`config.mk`:
```
export PLATFORM = sky130hd
export DESIGN_NAME = dtr_scan_chain
export DESIGN_NICKNAME = d
export VERILOG_FILES = /design/src/rtl/dtr_pkg.sv /design/src/rtl/dtr_rst_sync.sv /design/src/rtl/dtr_shift_reg.sv /design/src/rtl/dtr_tx_buf.sv /design/src/rtl/dtr_rx_buf.sv /design/src/rtl/dtr_scan_chain.sv
export SDC_FILE = /design/constraint.sdc
export NUM_CORES = 1
export LEC_CHECK = 0
export BUFFER_PORTS_ARGS = -buffer_cell sky130_fd_sc_hd__buf_2
export CAP_MARGIN = 30
export CORE_MARGIN = 10
export CORE_UTILIZATION = 54
export DETAILED_ROUTE_END_ITERATION = 7
export PLACE_DENSITY_LB_ADDON = 0.08
export SLEW_MARGIN = 20
export SYNTH_ARGS = -nofsm -noshare
export SYNTH_HDL_FRONTEND = slang
export SYNTH_SLANG_ARGS = --single-unit
```
`constraint.sdc`:
```
create_clock -name clk -period 3.7 [get_ports clk]
set_clock_uncertainty 0.2 [all_clocks]
set_input_delay 0.37 -clock clk [delete_from_list [all_inputs] [get_ports clk]]
set_output_delay 0.37 -clock clk [all_outputs]
set_load 0.05 [all_outputs]
```
`src/rtl/dtr_pkg.sv`:
```
package dtr_pkg;
  localparam int unsigned DATA_W = 32;
  localparam int unsigned STAT_W = 2;
  localparam int unsigned CHAIN_W = DATA_W + STAT_W;
  localparam int unsigned BIT_STAT = 0;
  localparam int unsigned BIT_RDY = 1;
endpackage

```
`src/rtl/dtr_rst_sync.sv`:
```
module dtr_rst_sync #(
  parameter int unsigned STAGES = 2
) (
  input  logic clk,
  input  logic rst_n,
  output logic rst_sync_n
);
  logic [STAGES-1:0] stage_q;

  genvar g;
  generate
    for (g = 0; g < STAGES; g++) begin : g_stage
      always_ff @(posedge clk or negedge rst_n) begin
        if (!rst_n) stage_q[g] <= 1'b0;
        else if (g == 0) stage_q[g] <= 1'b1;
        else stage_q[g] <= stage_q[(g == 0) ? 0 : g-1];
      end
    end
  endgenerate

  assign rst_sync_n = stage_q[STAGES-1];
endmodule

```
`src/rtl/dtr_shift_reg.sv`:
```
module dtr_shift_reg #(
  parameter int unsigned W = 34
) (
  input  logic         clk,
  input  logic         rst_n,
  input  logic         cap_en,
  input  logic [W-1:0] cap_val,
  input  logic         shift_en,
  input  logic         sin,
  output logic [W-1:0] par
);
  logic [W-1:0] sr_q, sr_d;

  always_comb begin
    sr_d = sr_q;
    if (cap_en) sr_d = cap_val;
    else if (shift_en) sr_d = {sin, sr_q[W-1:1]};
  end

  always_ff @(posedge clk or negedge rst_n) begin
    if (!rst_n) sr_q <= '0;
    else if (cap_en || shift_en) sr_q <= sr_d;
  end

  assign par = sr_q;
endmodule

```
`src/rtl/dtr_tx_buf.sv`:
```
module dtr_tx_buf #(
  parameter int unsigned W = 32
) (
  input  logic         clk,
  input  logic         rst_n,
  input  logic         wr_en,
  input  logic [W-1:0] wdata,
  input  logic         clr_en,
  output logic         full,
  output logic [W-1:0] data
);
  logic         full_q, full_d;
  logic [W-1:0] data_q;

  always_comb begin
    full_d = full_q;
    if (clr_en) full_d = 1'b0;
    if (wr_en) full_d = 1'b1;
  end

  always_ff @(posedge clk or negedge rst_n) begin
    if (!rst_n) begin
      full_q <= 1'b0;
      data_q <= '0;
    end else begin
      full_q <= full_d;
      if (wr_en) data_q <= wdata;
    end
  end

  assign full = full_q;
  assign data = data_q;
endmodule

```
`src/rtl/dtr_rx_buf.sv`:
```
module dtr_rx_buf #(
  parameter int unsigned W = 32
) (
  input  logic         clk,
  input  logic         rst_n,
  input  logic         load_en,
  input  logic [W-1:0] load_data,
  input  logic         rd_en,
  output logic         empty,
  output logic [W-1:0] data
);
  logic         empty_q, empty_d;
  logic [W-1:0] data_q;

  always_comb begin
    empty_d = empty_q;
    if (rd_en) empty_d = 1'b1;
    if (load_en) empty_d = 1'b0;
  end

  always_ff @(posedge clk or negedge rst_n) begin
    if (!rst_n) begin
      empty_q <= 1'b1;
      data_q  <= '0;
    end else begin
      empty_q <= empty_d;
      if (load_en) data_q <= load_data;
    end
  end

  assign empty = empty_q;
  assign data  = data_q;
endmodule

```
`src/rtl/dtr_scan_chain.sv`:
```
module dtr_scan_chain
  import dtr_pkg::*;
#(
  parameter int unsigned SYNC_STAGES = 2
) (
  input  logic              clk,
  input  logic              rst_n,
  input  logic              sel_i,
  input  logic              ext_mode_i,
  input  logic              capture_i,
  input  logic              shift_i,
  input  logic              update_i,
  input  logic              tdi_i,
  output logic              tdo_o,
  input  logic              core_wr_i,
  input  logic [DATA_W-1:0] core_wdata_i,
  input  logic              core_rd_i,
  input  logic              exec_en_i,
  input  logic              inst_done_i,
  output logic              tx_full_o,
  output logic              rx_valid_o,
  output logic [DATA_W-1:0] rx_data_o
);
  logic               rst_s_n;
  logic               cap_fire, shift_fire, upd_fire;
  logic               tx_full, rx_empty;
  logic [DATA_W-1:0]  tx_data, rx_data;
  logic [CHAIN_W-1:0] cap_val, sr;
  logic               cap_nretry_q, cap_ready_q;
  logic               cap_nretry_d, cap_ready_d;
  logic               load_ok, rx_load, tx_clr;

  dtr_rst_sync #(.STAGES(SYNC_STAGES)) u_rst (
    .clk(clk), .rst_n(rst_n), .rst_sync_n(rst_s_n)
  );

  assign cap_fire   = sel_i & capture_i;
  assign shift_fire = sel_i & shift_i & ~capture_i;
  assign upd_fire   = sel_i & update_i;

  always_comb begin
    cap_val                = '0;
    cap_val[CHAIN_W-1:STAT_W] = tx_data;
    cap_val[BIT_RDY]       = inst_done_i;
    cap_val[BIT_STAT]      = ext_mode_i ? rx_empty : tx_full;
  end

  always_comb begin
    cap_nretry_d = cap_nretry_q;
    cap_ready_d  = cap_ready_q;
    if (cap_fire) begin
      cap_nretry_d = rx_empty;
      cap_ready_d  = inst_done_i;
    end
  end

  always_ff @(posedge clk or negedge rst_s_n) begin
    if (!rst_s_n) begin
      cap_nretry_q <= 1'b0;
      cap_ready_q  <= 1'b0;
    end else if (cap_fire) begin
      cap_nretry_q <= cap_nretry_d;
      cap_ready_q  <= cap_ready_d;
    end
  end

  assign load_ok = exec_en_i ? cap_ready_q : cap_nretry_q;
  assign rx_load = upd_fire & ext_mode_i & load_ok;
  assign tx_clr  = cap_fire & ~ext_mode_i;

  dtr_shift_reg #(.W(CHAIN_W)) u_sr (
    .clk(clk), .rst_n(rst_s_n), .cap_en(cap_fire), .cap_val(cap_val),
    .shift_en(shift_fire), .sin(tdi_i), .par(sr)
  );

  dtr_tx_buf #(.W(DATA_W)) u_tx (
    .clk(clk), .rst_n(rst_s_n), .wr_en(core_wr_i), .wdata(core_wdata_i),
    .clr_en(tx_clr), .full(tx_full), .data(tx_data)
  );

  dtr_rx_buf #(.W(DATA_W)) u_rx (
    .clk(clk), .rst_n(rst_s_n), .load_en(rx_load),
    .load_data(sr[CHAIN_W-1:STAT_W]), .rd_en(core_rd_i),
    .empty(rx_empty), .data(rx_data)
  );

  assign tdo_o      = sr[0];
  assign tx_full_o  = tx_full;
  assign rx_valid_o = ~rx_empty;
  assign rx_data_o  = rx_data;
endmodule

```
==> metrics.cfg, run 1 <==
[run_status]
outcome = finished clean

[global_routing]
globalRouteTotalUtil = 0.145
grt_pass1_wl_um = 13600
grt_pass1_vias = 2628
antenna_found_initial = 1
grt_max_degree = 55
overflow = 0

[yosys]
synth_edf_count = 0
yosys_warnings = 0
syn_nets = 346
synth_cell_types = 23
synth_compound_area_frac = 0.0514
synth_fa_ha_area_frac = 0
synth_xor_area_frac = 0
yosys.area_share.simple = 0.0399
syn_inst = 302
ys_seq_area_frac = 0.601
synth_top_flop_cell = dfrtp_1
synthMuxAreaShare = 0.272
synth.avg_cell_area_sq_um = 14.3
netlist_area_sq_um = 4330
ys_async_sr_fraction = 1.00
synth_top_family_by_area = multiplexers
ys_ff_latch = 104

[clock_network]
cts_tree = built
root_buffer = clkbuf_8
worstSkewPairLatency_ns = 0.36
post_cts_buffers = 0
cts.htree.levels = 3
holdBufCountCts = 1
path_clk_slew_ns = 0.11
numCtsBuffers = 9
max-clock-path-buffers = 2
clock-sinks = 104
cts.repair.resized = 0

[placement]
detailed_place_hpwl_um = 5780
place_area_sq_um = 4750
routabilityCongestion = 0.742
io_buffer_count = 78
pre_cts_slack_ns = 1.41

[flow_run]
cap_viol_max_count = 0

[power]
vdd_drop_max_mv = 0.345
power.internal_mw = 2.09
power.share.clock = 0.214
p_leak_nw = 2.49
pwr-share-seq = 0.463
combinationalPowerShare = 0.323
netSwitchingFraction = 0.381
p_switching_mw = 1.29
power_density_nw_per_um2 = 682

[finish]
final_area_sq_um = 4960
area_growth_pct = 14.5
fin_util = 0.638
layout_commonest_cell = dfrtp_1
num-nets-final = 421
final_cell_mix = 102 x dfrtp_1, 78 x buf_2, 37 x mux2_2
nFillCells = 641
drive_gt1_frac = 0.448
multiInputGateArea_sq_um = 1590
layout.area.seq_sq_um = 2610
diodes = 0

[worst_setup_path]
cp.arrival_ns = 2.12
crit_type = reg2reg
crit_required_ns = 3.76
critPathCaptureType = flop
startpoint_type = flop
cp_max_fo = 20

[floorplan]
ioPinCount = 79
row_count = 32
die_w_um = 110
initial_core_util = 0.558
die_h_um = 110
design.die.area_sq_um = 12000
core-area_sq_um = 7770

[timing]
max_freq_mhz = 486
maxSlewViolCount = 0
worst_pin_slew_ns = 0.878
finalWorstSetupSlack_ns = 1.64
slew_headroom = 0.412
finalHoldViolCount = 0
rsz0062_at_grt = false
setup_tns_ns = 0
min_period_ns = 2.06
setup_viol = 0
hold_ws_ns = 0.0287
min_period_over_period = 0.556

[routing]
avgViaCountPerCell = 5.16
drt-pass1-iter-count = 4
ant_nets = 0
drt-total-wl_um = 8340
drt_iter0_markers = 52
wl_per_cell_um = 17.2
route.detailed.drc = 0
vias = 2499

[min_path]
hold_path.class = in2reg

[sequential cells by signal (all words and copies together), names as in the netlist]
| name | cells |
|---|---|
| cap_nretry_q | 1 |
| u_rst.rst_sync_n | 1 |
| u_tx.full | 1 |
| cap_ready_q | 1 |
| u_rx.data | 32 |
| u_tx.data | 32 |
| u_sr.par | 34 |
| u_rx.empty | 1 |
| u_rst.stage_q | 1 |
[cells by family (layout without fill, tap and decap cells)]
kind of cell,after synthesis,after routing
AO/OA/AOI/OAI,40,40
buffers and inverters,20,100
AND/OR/NAND/NOR,39,39
flip-flops,104,104
other,1,1
multiplexers,98,98
[cell type report]
cell class / instances / share of cell area
sequential: 104 / 0.526
multi-input combinational: 178 / 0.320
timing repair buffer: 83 / 0.0868
tap: 102 / 0.0257
clock buffer: 9 / 0.0250
clock inverter: 7 / 0.0156
inverter: 1 / 0.000757
[worst max-delay path: stages, from the launching register on]
cell and delay, ns:
dfrtp_1 0.38, mux2i_2 0.09, nor2_4 0.45, buf_4 0.46, mux2_2 0.38
[synth_stat cells (2+ instances only)]
library cell  instances  area [sq um]
dfrtp_1             103          2580
mux2_2               37           417
clkbuf_1              2          7.51
buf_12                3          60.1
nor2_1                2          7.51
o21ai_0              32           160
mux2_4               29           435
nand2_1              32           120
a22o_1                6          52.6
o21ai_1               2          10.0
buf_2                 9          45.0
buf_4                 4          30.0
mux2i_1              31           310
[through the flow]
stage	total power, mW	std cells
finish	3.38	484
detailed placement	2.70	467
global route	3.56	484
floorplan	2.42	302
CTS	3.42	484
global placement	2.68	467
[power by group through the flow]
stage / combinational, mW / clock, mW / sequential (mW)
2_1_floorplan: 0.373 / 0 / 2.05
3_3_place_gp: 1.09 / 0 / 1.59
4_1_cts: 1.11 / 0.743 / 1.57
6_report: 1.09 / 0.723 / 1.57
3_5_place_dp: 1.11 / 0 / 1.59
5_1_grt: 1.15 / 0.798 / 1.61
[routing by layer]
| metal | track usage | routed length (um) | up-vias |
|---|---|---|---|
| met3 | 0.0410 | 483 | 9 |
| met4 | 0.0558 | 115 | 0 |
| met5 | 0 | 0 | - |
| li1 | - | - | 1201 |
| met2 | 0.214 | 3760 | 54 |
| met1 | 0.199 | 3990 | 1235 |
[final timing paths]
| kind | to | cells after the start | slack [ns] | start |
|---|---|---|---|---|
| max reg2reg | u_rx.data[0] | 4 | 1.64 | cap_nretry_q |
| max | u_rx.data[0] | 4 | 1.64 | cap_nretry_q |
| max in group asynchronous | u_sr.par[4] | 1 | 2.29 | u_rst.rst_sync_n |
| min | u_tx.data[17] | 2 | 0.03 | core_wdata_i[17] |
| min reg2reg | u_rst.rst_sync_n | 0 | 0.16 | u_rst.stage_q[0] |
| min in group asynchronous | u_rst.rst_sync_n | 2 | 0.11 | rst_n |
Power figures use the tool's default switching activity.
==> run 2, diff against run 1 <==
clock period = 2 ns   (was 3.7 ns; I/O delays follow)
==> metrics.cfg, run 2 (synthesized netlist as in run 1, its figures left out) <==
[floorplan]
design.die.area_sq_um = 12000  ; unchanged
core-area_sq_um = 7770  ; unchanged
ioPinCount = 79  ; unchanged
die_h_um = 110  ; unchanged
initial_core_util = 0.558  ; unchanged
die_w_um = 110  ; unchanged
row_count = 32  ; unchanged

[clock_network]
path_clk_slew_ns = 0.09  ; was 0.11 ns
max-clock-path-buffers = 2  ; unchanged
cts_tree = built  ; unchanged
clock-sinks = 104  ; unchanged
root_buffer = clkbuf_8  ; unchanged
cts.htree.levels = 3  ; unchanged
worstSkewPairLatency_ns = 0.36  ; about the same
post_cts_buffers = 0  ; unchanged
holdBufCountCts = 40  ; was 1
numCtsBuffers = 9  ; unchanged
cts.repair.resized = 0  ; unchanged

[placement]
io_buffer_count = 78  ; unchanged
routabilityCongestion = 0.732  ; was 0.742
place_area_sq_um = 4820  ; was 4750 sq um
detailed_place_hpwl_um = 5900  ; was 5780 um
pre_cts_slack_ns = 0.430  ; was 1.41 ns

[routing]
route.detailed.drc = 0  ; unchanged
drt-total-wl_um = 8650  ; was 8340 um
drt-pass1-iter-count = 4  ; unchanged
wl_per_cell_um = 16.4  ; was 17.2 um
vias = 2607  ; was 2499
avgViaCountPerCell = 4.94  ; was 5.16
ant_nets = 0  ; unchanged
drt_iter0_markers = 66  ; was 52

[power]
vdd_drop_max_mv = 0.632  ; was 0.345 mV
power_density_nw_per_um2 = 1170  ; was 682 nW/um^2
p_leak_nw = 2.69  ; was 2.49 nW

[worst_setup_path]
crit_end = u_sr.par[33]  ; was u_rx.data[0]
r2r_start = u_tx.data[31]  ; was cap_nretry_q
startpoint_type = input port  ; was flop
crit_required_ns = 2.03  ; was 3.76 ns
r2r-end = u_sr.par[33]  ; was u_rx.data[0]
cp.arrival_ns = 1.94  ; was 2.12 ns
crit_start = sel_i  ; was cap_nretry_q
rr_worst_depth = 3  ; was 4
critPathCaptureType = flop  ; unchanged
crit_type = in2reg  ; was reg2reg
rrSetupSlack_ns = 0.36  ; was 1.64 ns
cp_max_fo = 18  ; was 20

[finish]
largest_reg_flops = 34  ; unchanged
drive_gt1_frac = 0.409  ; was 0.448
layout_commonest_cell = dfrtp_1  ; unchanged
num-nets-final = 465  ; was 421
final_cell_mix = 102 x dfrtp_1, 78 x buf_2, 40 x dlygate4sd3_1  ; was 102 x dfrtp_1, 78 x buf_2, 37 x mux2_2
area_growth_pct = 25.4  ; was 14.5%
fin_util = 0.699  ; was 0.638
final_area_sq_um = 5430  ; was 4960 sq um

[timing]
rsz0062_at_grt = false  ; unchanged
max_freq_mhz = 526
worst_pin_slew_ns = 0.601  ; was 0.878 ns
finalHoldViolCount = 0  ; unchanged
setup_tns_ns = 0  ; unchanged
slew_headroom = 0.599  ; was 0.412
maxSlewViolCount = 0  ; unchanged
min_period_ns = 1.90
finalWorstSetupSlack_ns = 0.0992  ; was 1.64 ns
min_period_over_period = 0.950
setup_viol = 0  ; unchanged

[global_routing]
antenna_found_initial = 1  ; unchanged
grt_pass1_vias = 2897  ; was 2628
globalRouteTotalUtil = 0.156  ; was 0.145
overflow = 0  ; unchanged
grt_max_degree = 44  ; was 55
grt_pass1_wl_um = 14700  ; was 13600 um

[run_status]
outcome = finished clean  ; unchanged

[flow_run]
cap_viol_max_count = 0  ; unchanged

[min_path]
hold_path.class = reg2async  ; was in2reg

## run 2: changes by cell type in the layout (fill, tap and decap cells not counted), sizes merged
cell / change
buf: +5
clkbuf: +4
diode: +1
inv: -3
dlygate4sd3: +39
clkinv: -2
## run 2: worst max-delay path, stage by stage
cell,delay [ns]
dlygate4sd3_1,0.54
buf_2,0.21
o21ai_4,0.17
a22o_1,0.26
dlygate4sd3_1,0.55
## run 2: layout make-up
class	instances	area, sq um
clock inverters	2	37.5
well taps	102	128
diodes	1	2.50
fillers	580	2340
flip-flops and latches	104	2610
repair buffers	127	896
clock buffers	13	169
inverters	1	3.75
multi-input cells	178	1590
## run 2: routing by layer
metal / part of all wire / track usage / vias up
li1: - / - / 1285
met1: 0.45 / 0.199 / 1246
met2: 0.47 / 0.245 / 61
met3: 0.051 / 0.0404 / 15
met4: 0.020 / 0.0697 / 0
met5: 0 / 0 / -
## run 2: power by group
group	internal, mW	switching, mW
Sequential	2.57	0.306
Combinational	0.772	1.34
Clock	0.676	0.668
Total	4.02	2.31
## run 2: worst min path at each step
stage | from | endpoint | slack [ns] | cells after the start
detailed placement | rst_n | u_rst.stage_q[0] | -0.21 | 1
finish | u_rst.rst_sync_n | u_tx.data[0] | 0.1 | 0
floorplan | rst_n | u_rst.rst_sync_n | -0.30 | 0
global placement | rst_n | u_rst.stage_q[0] | -0.21 | 1
global route | shift_i | u_sr.par[5] | 0.11 | 4
CTS | shift_i | u_sr.par[4] | 0.08 | 4
## run 2: stage by stage
stage                     hold WS [ns]  power, mW  std cells
after detailed placement        -0.210       5.00        472
final                           0.0969       6.33        528
after floorplan                 -0.296       4.48        302
after global placement          -0.213       4.96        472
after CTS                       0.0847       6.42        527
after global routing             0.114       6.66        528
==> run 3, diff against run 2 <==
CORE_UTILIZATION = 26   (was 54)
REMOVE_ABC_BUFFERS = 1   (was unset)
==> metrics.cfg, run 3 (synthesized netlist as in run 1, its figures left out) <==
[power]
vdd_drop_max_mv = 0.513  ; was 0.632 mV
p_total_mw = 6.78  ; was 6.33 mW
power_density_nw_per_um2 = 1200  ; was 1170 nW/um^2
p_leak_nw = 2.73  ; was 2.69 nW

[floorplan]
row_count = 47  ; was 32
ioPinCount = 79  ; unchanged
die_w_um = 149  ; was 110 um
initial_core_util = 0.263  ; was 0.558
core-area_sq_um = 16500  ; was 7770 sq um
design.die.area_sq_um = 22200  ; was 12000 sq um
die_h_um = 149  ; was 110 um

[timing]
setup_viol = 0  ; unchanged
finalWorstSetupSlack_ns = 0.375  ; was 0.0992 ns
max_freq_mhz = 615  ; was 526 MHz
min_period_ns = 1.62  ; was 1.90 ns
finalHoldViolCount = 3  ; was 0
min_period_over_period = 0.812  ; was 0.950
rsz0062_at_grt = false  ; unchanged
hold_ws_ns = -0.00296  ; was 0.0969 ns
maxSlewViolCount = 0  ; unchanged

[finish]
drive_gt1_frac = 0.411  ; was 0.409
nFillCells = 1659  ; was 580
num-nets-final = 463  ; was 465
area_growth_pct = 30.7  ; was 25.4%
diodes = 0  ; was 1
final_cell_mix = 102 x dfrtp_1, 78 x buf_2, 37 x mux2_2, 37 x dlygate4sd3_1  ; was 102 x dfrtp_1, 78 x buf_2, 40 x dlygate4sd3_1
largest_reg_flops = 34  ; unchanged
layout_commonest_cell = dfrtp_1  ; unchanged

[clock_network]
cts_tree = built  ; unchanged
max-clock-path-buffers = 2  ; unchanged
numCtsBuffers = 9  ; unchanged
path_clk_slew_ns = 0.07  ; was 0.09 ns
cts.htree.levels = 3  ; unchanged
root_buffer = clkbuf_16  ; was clkbuf_8
worstSkewPairLatency_ns = 0.34  ; was 0.36 ns
clock-sinks = 104  ; unchanged
cts.repair.resized = 0  ; unchanged

[routing]
top_layer = met4  ; unchanged
drt-total-wl_um = 9990  ; was 8650 um
vias = 2666  ; was 2607
wl_per_cell_um = 15.5  ; was 16.4 um
route.detailed.drc = 0  ; unchanged
wl_met3_um = 563  ; was 438 um
wl_met1_um = 4950  ; was 3930 um
drt_iter0_markers = 73  ; was 66
avgViaCountPerCell = 4.15  ; was 4.94
drt-pass1-iter-count = 4  ; unchanged
wl_met2_um = 4330  ; was 4110 um
ant_nets = 0  ; unchanged

[worst_setup_path]
crit_type = in2reg  ; unchanged
startpoint_type = input port  ; unchanged
max_stage_delay_ns = 0.53  ; was 0.55 ns
cp_max_fo = 17  ; was 18
critPathCaptureType = flop  ; unchanged
rrSetupSlack_ns = 0.49  ; was 0.36 ns
crit_required_ns = 2.03  ; about the same
cp_cell_sequence = dlygate4sd3_1 -> buf_2 -> nand3_2 -> nor2_4 -> buf_12 -> mux2_2  ; was dlygate4sd3_1 -> buf_2 -> o21ai_4 -> a22o_1 -> dlygate4sd3_1
cp_slowest_cell = dlygate4sd3_1  ; unchanged
cp.arrival_ns = 1.65  ; was 1.94 ns

[global_routing]
grt_pass1_vias = 2924  ; was 2897
overflow = 0  ; unchanged
antenna_found_initial = 0  ; was 1
grt_max_degree = 56  ; was 44
grt_pass1_wl_um = 16600  ; was 14700 um
globalRouteTotalUtil = 0.0961  ; was 0.156

[run_status]
violations = hold timing
outcome = complete, but fails checks  ; was finished clean

[min_path]
hold_path.class = reg2async  ; unchanged

[placement]
routabilityCongestion = 0.717  ; was 0.732
detailed_place_hpwl_um = 6720  ; was 5900 um
io_buffer_count = 78  ; unchanged
pre_cts_slack_ns = 0.419  ; was 0.430 ns

[flow_run]
cap_viol_max_count = 0  ; unchanged

==> run 3: cell count changes in the layout (fill, tap and decap cells not counted), sizes merged <==
cell,change
clkinv,+1
buf,+1
dlygate4sd3,-3
diode,-1
clkbuf,-1
==> run 3: per-stage QoR <==
step,TNS (ns),cell area (sq um),hold WS (ns),utilization,instances
2_1_floorplan,-158.11,4180,-0.296,-,283
3_5_place_dp,0,5000,-0.210,0.304,591
6_report,0,5660,-0.00296,0.344,643
4_1_cts,0,5660,0.00105,0.344,643
5_1_grt,0,5660,0.0155,0.344,643
3_3_place_gp,0,5000,-0.212,0.304,591
==> run 3: final timing paths <==
path	startpoint	to	cells after the start
max	ext_mode_i	u_rx.data[1]	6
min	u_rst.rst_sync_n	u_rx.data[5]	0
max reg2reg	cap_nretry_q	u_rx.data[1]	4
min reg2reg	u_rst.rst_sync_n	u_rx.data[5]	0
max in group asynchronous	rst_n	u_rst.rst_sync_n	3
min in group clk	tdi_i	u_sr.par[33]	3
==> run 3: routing by layer <==
metal  vias to the layer above  GRT usage
li1                       1290          -
met1                      1307      0.126
met2                        60      0.141
met3                         9     0.0361
met4                         0     0.0353
met5                         -          0
==> run 3: layout make-up <==
class | count | area (sq um) | share of cell area
Multi-Input combinational cell | 178 | 1590 | 0.280
Inverter | 1 | 3.75 | 0.000663
Clock inverter | 3 | 42.5 | 0.00752
Timing Repair Buffer | 125 | 898 | 0.159
Sequential cell | 104 | 2610 | 0.461
Clock buffer | 12 | 246 | 0.0435
Tap cell | 220 | 275 | 0.0486
==> run 3: timing repair <==
item	CTS	global route
hold buffers	37	0
endpoints found under the hold margin	38	0
setup buffers	0	0
==> run 3: critical path: cells and delay by family <==
family | cells | cell delay [ns]
AND/OR/NAND/NOR | 2 | 0.24
multiplexers | 1 | 0.35
buffers and inverters | 3 | 0.86
==> run 3: power breakdown <==
group	total [mW]	internal [mW]	switching, mW
clock	1.76	0.998	0.762
sequential	2.89	2.58	0.319
combinational	2.13	0.770	1.36
total	6.78	4.34	2.44
